File: src/rtl/mpio_pkg.sv
// Package: shared address map for the multipurpose pin bank.
// Assumes a two-bit register address space.
package mpio_pkg;
    localparam int ADDR_W = 2;

    typedef enum logic [ADDR_W-1:0] {
        MPIO_A_MODE = 2'd0,
        MPIO_A_DIR  = 2'd1,
        MPIO_A_DATA = 2'd2,
        MPIO_A_RSV  = 2'd3
    } mpio_addr_e;
endpackage

File: src/rtl/mpio_regs.sv
// Module: configuration register file (mode, direction, data).
// Only the power-on reset initializes it; the watchdog reset never reaches it.
// Writes land on the clock edge that samples we.
module mpio_regs #(
    parameter int          NPIN     = 32,
    parameter logic [NPIN-1:0] DEF_MODE = '0,
    parameter logic [NPIN-1:0] DEF_DIR  = '0
) (
    input  logic                      clk,
    input  logic                      por_n,
    input  logic                      we,
    input  logic [mpio_pkg::ADDR_W-1:0] addr,
    input  logic [NPIN-1:0]           wdata,
    output logic [NPIN-1:0]           mode_q,
    output logic [NPIN-1:0]           dir_q,
    output logic [NPIN-1:0]           data_q
);
    import mpio_pkg::*;

    // Load defaults on power-on reset, otherwise take addressed writes.
    always_ff @(posedge clk) begin
        if (!por_n) begin
            mode_q <= DEF_MODE;
            dir_q  <= DEF_DIR;
            data_q <= '0;
        end else if (we) begin
            case (mpio_addr_e'(addr))
                MPIO_A_MODE: mode_q <= wdata;
                MPIO_A_DIR:  dir_q  <= wdata;
                MPIO_A_DATA: data_q <= wdata;
                default:     ;
            endcase
        end
    end
endmodule

File: src/rtl/mpio_sync.sv
// Module: multi-stage input synchronizer for the pad levels.
// Cleared by either reset; output is the last stage.
module mpio_sync #(
    parameter int W      = 32,
    parameter int STAGES = 2
) (
    input  logic         clk,
    input  logic         clr_n,
    input  logic [W-1:0] d,
    output logic [W-1:0] q
);
    logic [STAGES-1:0][W-1:0] stage_q;

    // First stage captures the asynchronous pad level.
    always_ff @(posedge clk) begin
        if (!clr_n) stage_q[0] <= '0;
        else        stage_q[0] <= d;
    end

    generate
        for (genvar s = 1; s < STAGES; s++) begin : g_stage
            // Each further stage re-registers the previous one.
            always_ff @(posedge clk) begin
                if (!clr_n) stage_q[s] <= '0;
                else        stage_q[s] <= stage_q[s-1];
            end
        end
    endgenerate

    assign q = stage_q[STAGES-1];
endmodule

File: src/rtl/mpio_pinmux.sv
// Module: per-pin selection between the normal function and the
// general-purpose path, plus pull-select generation. Purely combinational.
module mpio_pinmux #(
    parameter int          NPIN    = 32,
    parameter logic [NPIN-1:0] PULL_UP = '0,
    parameter logic [NPIN-1:0] PULL_DN = '0
) (
    input  logic [NPIN-1:0] mode,
    input  logic [NPIN-1:0] dir,
    input  logic [NPIN-1:0] data,
    input  logic [NPIN-1:0] norm_oe,
    input  logic [NPIN-1:0] norm_out,
    input  logic [NPIN-1:0] pad_in,
    output logic [NPIN-1:0] norm_in,
    output logic [NPIN-1:0] pad_oe,
    output logic [NPIN-1:0] pad_out,
    output logic [NPIN-1:0] pad_pu,
    output logic [NPIN-1:0] pad_pd
);
    generate
        for (genvar i = 0; i < NPIN; i++) begin : g_pin
            // Pick the drive source and pull select for one pin.
            always_comb begin
                if (mode[i]) begin
                    pad_oe[i]  = dir[i];
                    pad_out[i] = data[i];
                    norm_in[i] = 1'b0;
                    pad_pu[i]  = !dir[i] && PULL_UP[i];
                    pad_pd[i]  = !dir[i] && PULL_DN[i] && !PULL_UP[i];
                end else begin
                    pad_oe[i]  = norm_oe[i];
                    pad_out[i] = norm_out[i];
                    norm_in[i] = pad_in[i];
                    pad_pu[i]  = 1'b0;
                    pad_pd[i]  = 1'b0;
                end
            end
        end
    endgenerate
endmodule

File: src/rtl/mpio_bank.sv
// Module: top of the multipurpose pin bank. Ties the register file,
// input synchronizer and pin mux together and forms the read port.
// Assumes synchronous active-low resets; watchdog reset clears only the synchronizer.
module mpio_bank #(
    parameter int          NPIN     = 32,
    parameter int          SYNC_STG = 2,
    parameter logic [NPIN-1:0] DEF_MODE = 32'h00FF_FFFF,
    parameter logic [NPIN-1:0] DEF_DIR  = 32'h0000_0000,
    parameter logic [NPIN-1:0] PULL_UP  = 32'h0000_FFFF,
    parameter logic [NPIN-1:0] PULL_DN  = 32'h00FF_0000
) (
    input  logic                        clk,
    input  logic                        por_n,
    input  logic                        wdt_rst_n,
    input  logic                        reg_we,
    input  logic [mpio_pkg::ADDR_W-1:0] reg_addr,
    input  logic [NPIN-1:0]             reg_wdata,
    output logic [NPIN-1:0]             reg_rdata,
    input  logic [NPIN-1:0]             norm_oe,
    input  logic [NPIN-1:0]             norm_out,
    output logic [NPIN-1:0]             norm_in,
    input  logic [NPIN-1:0]             pad_in,
    output logic [NPIN-1:0]             pad_oe,
    output logic [NPIN-1:0]             pad_out,
    output logic [NPIN-1:0]             pad_pu,
    output logic [NPIN-1:0]             pad_pd
);
    import mpio_pkg::*;

    logic [NPIN-1:0] mode_q, dir_q, data_q, pin_sync;
    logic            sync_clr_n;

    assign sync_clr_n = por_n && wdt_rst_n;

    mpio_regs #(.NPIN(NPIN), .DEF_MODE(DEF_MODE), .DEF_DIR(DEF_DIR)) u_regs (
        .clk    (clk),
        .por_n  (por_n),
        .we     (reg_we),
        .addr   (reg_addr),
        .wdata  (reg_wdata),
        .mode_q (mode_q),
        .dir_q  (dir_q),
        .data_q (data_q)
    );

    mpio_sync #(.W(NPIN), .STAGES(SYNC_STG)) u_sync (
        .clk   (clk),
        .clr_n (sync_clr_n),
        .d     (pad_in),
        .q     (pin_sync)
    );

    mpio_pinmux #(.NPIN(NPIN), .PULL_UP(PULL_UP), .PULL_DN(PULL_DN)) u_mux (
        .mode     (mode_q),
        .dir      (dir_q),
        .data     (data_q),
        .norm_oe  (norm_oe),
        .norm_out (norm_out),
        .pad_in   (pad_in),
        .norm_in  (norm_in),
        .pad_oe   (pad_oe),
        .pad_out  (pad_out),
        .pad_pu   (pad_pu),
        .pad_pd   (pad_pd)
    );

    // Read port: outputs return the latch, inputs the synchronized level.
    always_comb begin
        case (mpio_addr_e'(reg_addr))
            MPIO_A_MODE: reg_rdata = mode_q;
            MPIO_A_DIR:  reg_rdata = dir_q;
            MPIO_A_DATA: reg_rdata = (dir_q & data_q) | (~dir_q & pin_sync);
            default:     reg_rdata = '0;
        endcase
    end
endmodule

File: config.mk
export PLATFORM = sky130hd
export DESIGN_NAME = mpio_bank
export DESIGN_NICKNAME = d
export VERILOG_FILES = /design/src/rtl/mpio_pkg.sv /design/src/rtl/mpio_regs.sv /design/src/rtl/mpio_sync.sv /design/src/rtl/mpio_pinmux.sv /design/src/rtl/mpio_bank.sv
export SDC_FILE = /design/constraint.sdc
export NUM_CORES = 1
export LEC_CHECK = 0
export BUFFER_PORTS_ARGS = -buffer_cell sky130_fd_sc_hd__buf_4
export CAP_MARGIN = 20
export CORE_ASPECT_RATIO = 0.6
export CORE_UTILIZATION = 45
export DETAILED_ROUTE_END_ITERATION = 8
export PLACE_DENSITY_LB_ADDON = 0.15
export SYNTH_ARGS = -nofsm -noshare
export SYNTH_HDL_FRONTEND = slang
export SYNTH_SLANG_ARGS = --single-unit
File: constraint.sdc
create_clock -name clk -period 3.8 [get_ports clk]
set_clock_uncertainty 0.15 [all_clocks]
set_input_delay 0.57 -clock clk [delete_from_list [all_inputs] [get_ports clk]]
set_output_delay 0.57 -clock clk [all_outputs]
set_load 0.03 [all_outputs]
Word level (Yosys, flattened, before mapping)

Cells that the tools add are included.

Register bits: 160
Word-level logic and storage cells: 161

Equal/unequal tests: 2
Mux-type cells: 121
Bitwise logic cells: 4
Reduce and logical (&&, ||, !) cells: 29

Operator list:

| operator                                      | count |
|---|---|
| 2-to-1 mux 1 bit                              | 120 |
| case mux 32 bit (3 select lines)              | 1 |
| bitwise AND 32 bit                            | 2 |
| NOT 32 bit                                    | 1 |
| OR 32 bit                                     | 1 |
| zero test 1 bit                               | 24 |
| AND reduction 2 bit                           | 3 |
| == test 2 x 1 -> 1 bit, second input constant | 1 |
| == test 2 bit, second input constant          | 1 |
| zero test 2 bit                               | 1 |
| logical AND 1 bit                             | 1 |

Longest topological paths before layout

Depth in word-level cells: 4
Depth in mapped cells: 6
Mapped depth without buffers: 3

By module

From an unflattened synthesis, not the netlist that was laid out.

Cell total of the unflattened synthesis: 822
Area, all modules: 8489.4 µm²

Modules (own cells, without submodules):

| module      | instances | cells an instance | area each (µm²) |
|---|---|---|---|
| mpio_regs   | 1         | 380               | 3803.6 |
| mpio_sync   | 1         | 166               | 2031.9 |
| mpio_pinmux | 1         | 161               | 1524.0 |
| mpio_bank   | 1         | 115               | 1129.8 |

Least setup slack after synthesis

Ideal clock, no wire load.

Path type: input to output
Start: input reg_addr[0] in the netlist's numbering
End: output reg_rdata[0]
Arrival: 1.702 ns
Required time: 3.080 ns
Slack: 1.378 ns
Cell stages on the path: 6
Cells stage by stage: buf_6 nor2b_1 clkbuf_1 buf_2 a21oi_1 o22ai_1

Word-level cells in the longest chain between the ends: 2
Elaborated cells on any way between the ends: 4
Those cells by class: 2 x eq/ne; 1 x mux; 1 x reduce/logical

RTL lines:

| item                                        | RTL line        | text |
|---|---|---|
| from (decl)                                 | mpio_bank.sv:16 | `input logic [mpio_pkg::ADDR_W-1:0] reg_addr,` |
| == test 2 bit, or another cell as far along | mpio_bank.sv:69 | `case (mpio_addr_e'(reg_addr))` |
| case mux 32 bit (3 select lines) (*)        | mpio_bank.sv:69 |  |
| to (decl)                                   | mpio_bank.sv:18 | `output logic [NPIN-1:0] reg_rdata,` |

Every way passes the cells marked *; elsewhere a longest branch is shown, timed or not.

Final worst setup path

Start: input reg_addr[0] in the netlist's numbering
End: output reg_rdata[19]

The elaborated chain is that of the path after synthesis.

==> results.md <==
- Worst Setup EP: reg_rdata[19]
- Number of I/O port buffers: 285
- PwrDens: 419 nW/µm²
- Die W: 170 µm
- Max Cap Viol: 0
- Clock sink total: 160
- Area growth from synthesis to layout: 34.7%
- Setup TNS: 0 ns
- Post-CTS Setup Repair Bufs: 0
- WP data arrival: 2.36 ns
- Largest net degree at the start of global routing: 121
- Mean Syn Cell Area: 8.42 µm²
- Leakage power figure: 4.67 nW
- #FFs+latches synth: 160
- Detailed Place HPWL: 15,300 µm
- Final Max Tran Viols: 0
- Reg power frac: 41.9%
- Share of power burned in the clock network: 38.7%
- Post-Syn Instances: 902
- Final Cycle Share: 81.0%
- Synth top area share: 42.2%
- Critical Path Sink Type: output pin
- Worst slew pin tran: 0.825 ns
- Top Ports: 326
- WS Path Type: in -> out
- Critical Path Start: reg_addr[0]
- GP Congestion: 0.794
- WL final: 21,900 µm
- Clock latency at the later pin of the worst-skew pair: 0.41 ns
- Synth warn: 0
- Global route overflow: 0
- Diode count: 0
- Initial antenna violation count: 0
- Sequential element share of the synthesized area: 42.2%
- Startpoint Class: primary input
- Initial DRC Count: 453
- Reg2Reg Launch Point: u_regs.mode_q[31]$_SDFFE_PN0P_
- Drt drc: 0
- Min Clock Period, post-route: 3.08 ns
- Inserted Clock Buffers: 17
- Area leader, netlist: dfxtp_1
- Wire length per cell: 15.8 µm
- Clock Tree Root: clkbuf_16
- Total power: 4.28 mW
- Reg-to-reg setup timing slack: 2.91 ns
- Most area-consuming cells after synthesis: dfxtp_1 (42%), mux2_2 (9.5%), nor2b_1 (7.4%)
- Final setup viols: 0
- Count of cell types in the netlist: 23
- Die height: 103 µm
- Slew margin rel.: 45.0%
- Share of layout cells above drive strength 1: 35.7%
- Post-route antenna net violation count: 0
- CTS H-tree lvls: 4
- Cell area after synthesis: 7590 µm²
- Sw Pwr: 1.26 mW
- Clock transition at path regs: 0.07 ns
- Avg Vias per Cell: 5.10
- Site Rows: 36
- DRT Pass-1 Iters: 5
- P_int: 3.02 mW
- Total GRT Usage: 24.1%
- Core ar.: 16,400 µm²
- Status: completed
- Combinational power share: 19.4%
- Endpoints failing hold: 0
- Die area: 17,400 µm²
- Longest Clk Path Bufs: 2
- Initial Util: 46.4%
- Crit Reg-Reg Endpoint: u_regs.mode_q[31]$_SDFFE_PN0P_
- Max Clk Rate: 325 MHz
- Sw Ratio: 29.5%
- WP data required: 3.08 ns
- RSZ-0062 raised after global routing: false
- Max IR drop VDD: 0.210 mV
- TritonCTS clock tree: yes
- # hold bufs at CTS: 0
- Vias in the first global route: 6,220
- Global-route wire length before repair: 32,600 µm
- R2R depth: 2
- Nets: 1,281
- Hold WC Path Type: in -> reg
- PostCTS Resize Cnt: 0
- Vias: 7,070
- CP max FO: 38
## worst max-delay path, stage by stage
cell and delay, ns:
buf_4 0.42, nor2b_4 0.67, buf_4 0.28, a21oi_1 0.06, o22ai_1 0.16, buf_4 0.19
## kinds of logic after synthesis
group,count (synthesis),share of synthesized area (%)
and+or+nand+nor,366,25.6
AOI/OAI and AO/OA,168,12.5
DFF,160,42.2
buffers and inverters,143,10.2
other,1,0.0494
muxes,64,9.49
## per-layer routing
metal	up-vias	track usage, %	wire, µm	part of all wire, %
li1	3510	-	-	-
met1	3290	31.7	10100	46
met2	250	39.9	10100	46
met3	20	5.41	1510	6.9
met4	0	6.79	216	0.99
met5	-	0	0	0
## worst min-delay path by stage
stage,startpoint,endpoint,slack (ns),depth (start not counted)
floorplan,u_sync.stage_q[0]$_SDFF_PN0_,u_sync.q[0]$_SDFF_PN0_,0.29,1
global placement,u_sync.stage_q[16]$_SDFF_PN0_,u_sync.q[16]$_SDFF_PN0_,0.30,1
detailed placement,u_sync.stage_q[20]$_SDFF_PN0_,u_sync.q[20]$_SDFF_PN0_,0.30,1
CTS,reg_wdata[21],u_regs.mode_q[21]$_SDFFE_PN1P_,0.22,3
global route,reg_wdata[22],u_regs.mode_q[22]$_SDFFE_PN1P_,0.22,3
finish,reg_wdata[22],u_regs.mode_q[22]$_SDFFE_PN1P_,0.23,3
## placed cells by master, fill, tap and decap left out, types with 2 or more instances in the layout
cell type / instances
nand3_1: 88
mux2_2: 64
conb_1: 40
buf_4: 296
nor2b_1: 88
clkinv_4: 2
and3_1: 64
nand3_2: 8
o21ai_2: 8
inv_6: 4
dfxtp_1: 160
o21ai_0: 64
clkbuf_16: 17
nand2_1: 112
nor2b_4: 2
inv_1: 32
clkbuf_8: 2
a31oi_1: 32
a21oi_1: 32
o22ai_1: 32
clkinvlp_4: 4
## sequential cells by signal (all words and copies together), names as in the netlist
signal	flops
u_sync.q	32
u_regs.mode_q	32
u_sync.stage_q	32
u_regs.dir_q	32
u_regs.data_q	32
## layout make-up
cell class                 count  area (µm²)
fill                        1464        6130
multi-input combinational    638        3790
sequential                   160        3200
timing repair buffer         298        2250
clock buffer                  19         453
tap                          228         285
clock inverter                12         124
inverter                      32         120
## Yosys cell counts
library cell and count:
nor2b_1 90, o21ai_2 8, nand2_1 112, buf_1 1
a21oi_1 32, nand3b_1 1, buf_6 6, buf_4 41
o21ai_0 64, nand3_2 8, nand3_1 88, inv_1 32
and3b_1 1, o22ai_1 32, clkbuf_1 35, nor3b_2 1
conb_1 1, dfxtp_1 160, or3b_1 1, a31oi_1 32
buf_2 28, mux2_2 64, and3_1 64
## metrics by stage
step	instances	hold slack [ns]	area (µm²)	setup WS [ns]	utilization, %
finish	1387	0.232	10200	0.722	62.5
global route	1387	0.223	10200	0.607	62.5
floorplan	941	0.294	7740	1.38	-
global placement	1356	0.295	9650	0.717	59.0
CTS	1387	0.222	10200	0.723	62.5
detailed placement	1356	0.300	9650	0.726	59.0
## power by group through the flow
stage	Clock (mW)	Sequential, mW	Combinational (mW)
floorplan	0	1.81	0.554
global placement	0	1.83	0.821
detailed placement	0	1.83	0.830
CTS	1.68	1.79	0.833
global route	1.76	1.80	0.889
finish	1.66	1.79	0.832
Note: power is estimated with default switching activity, not from simulation.
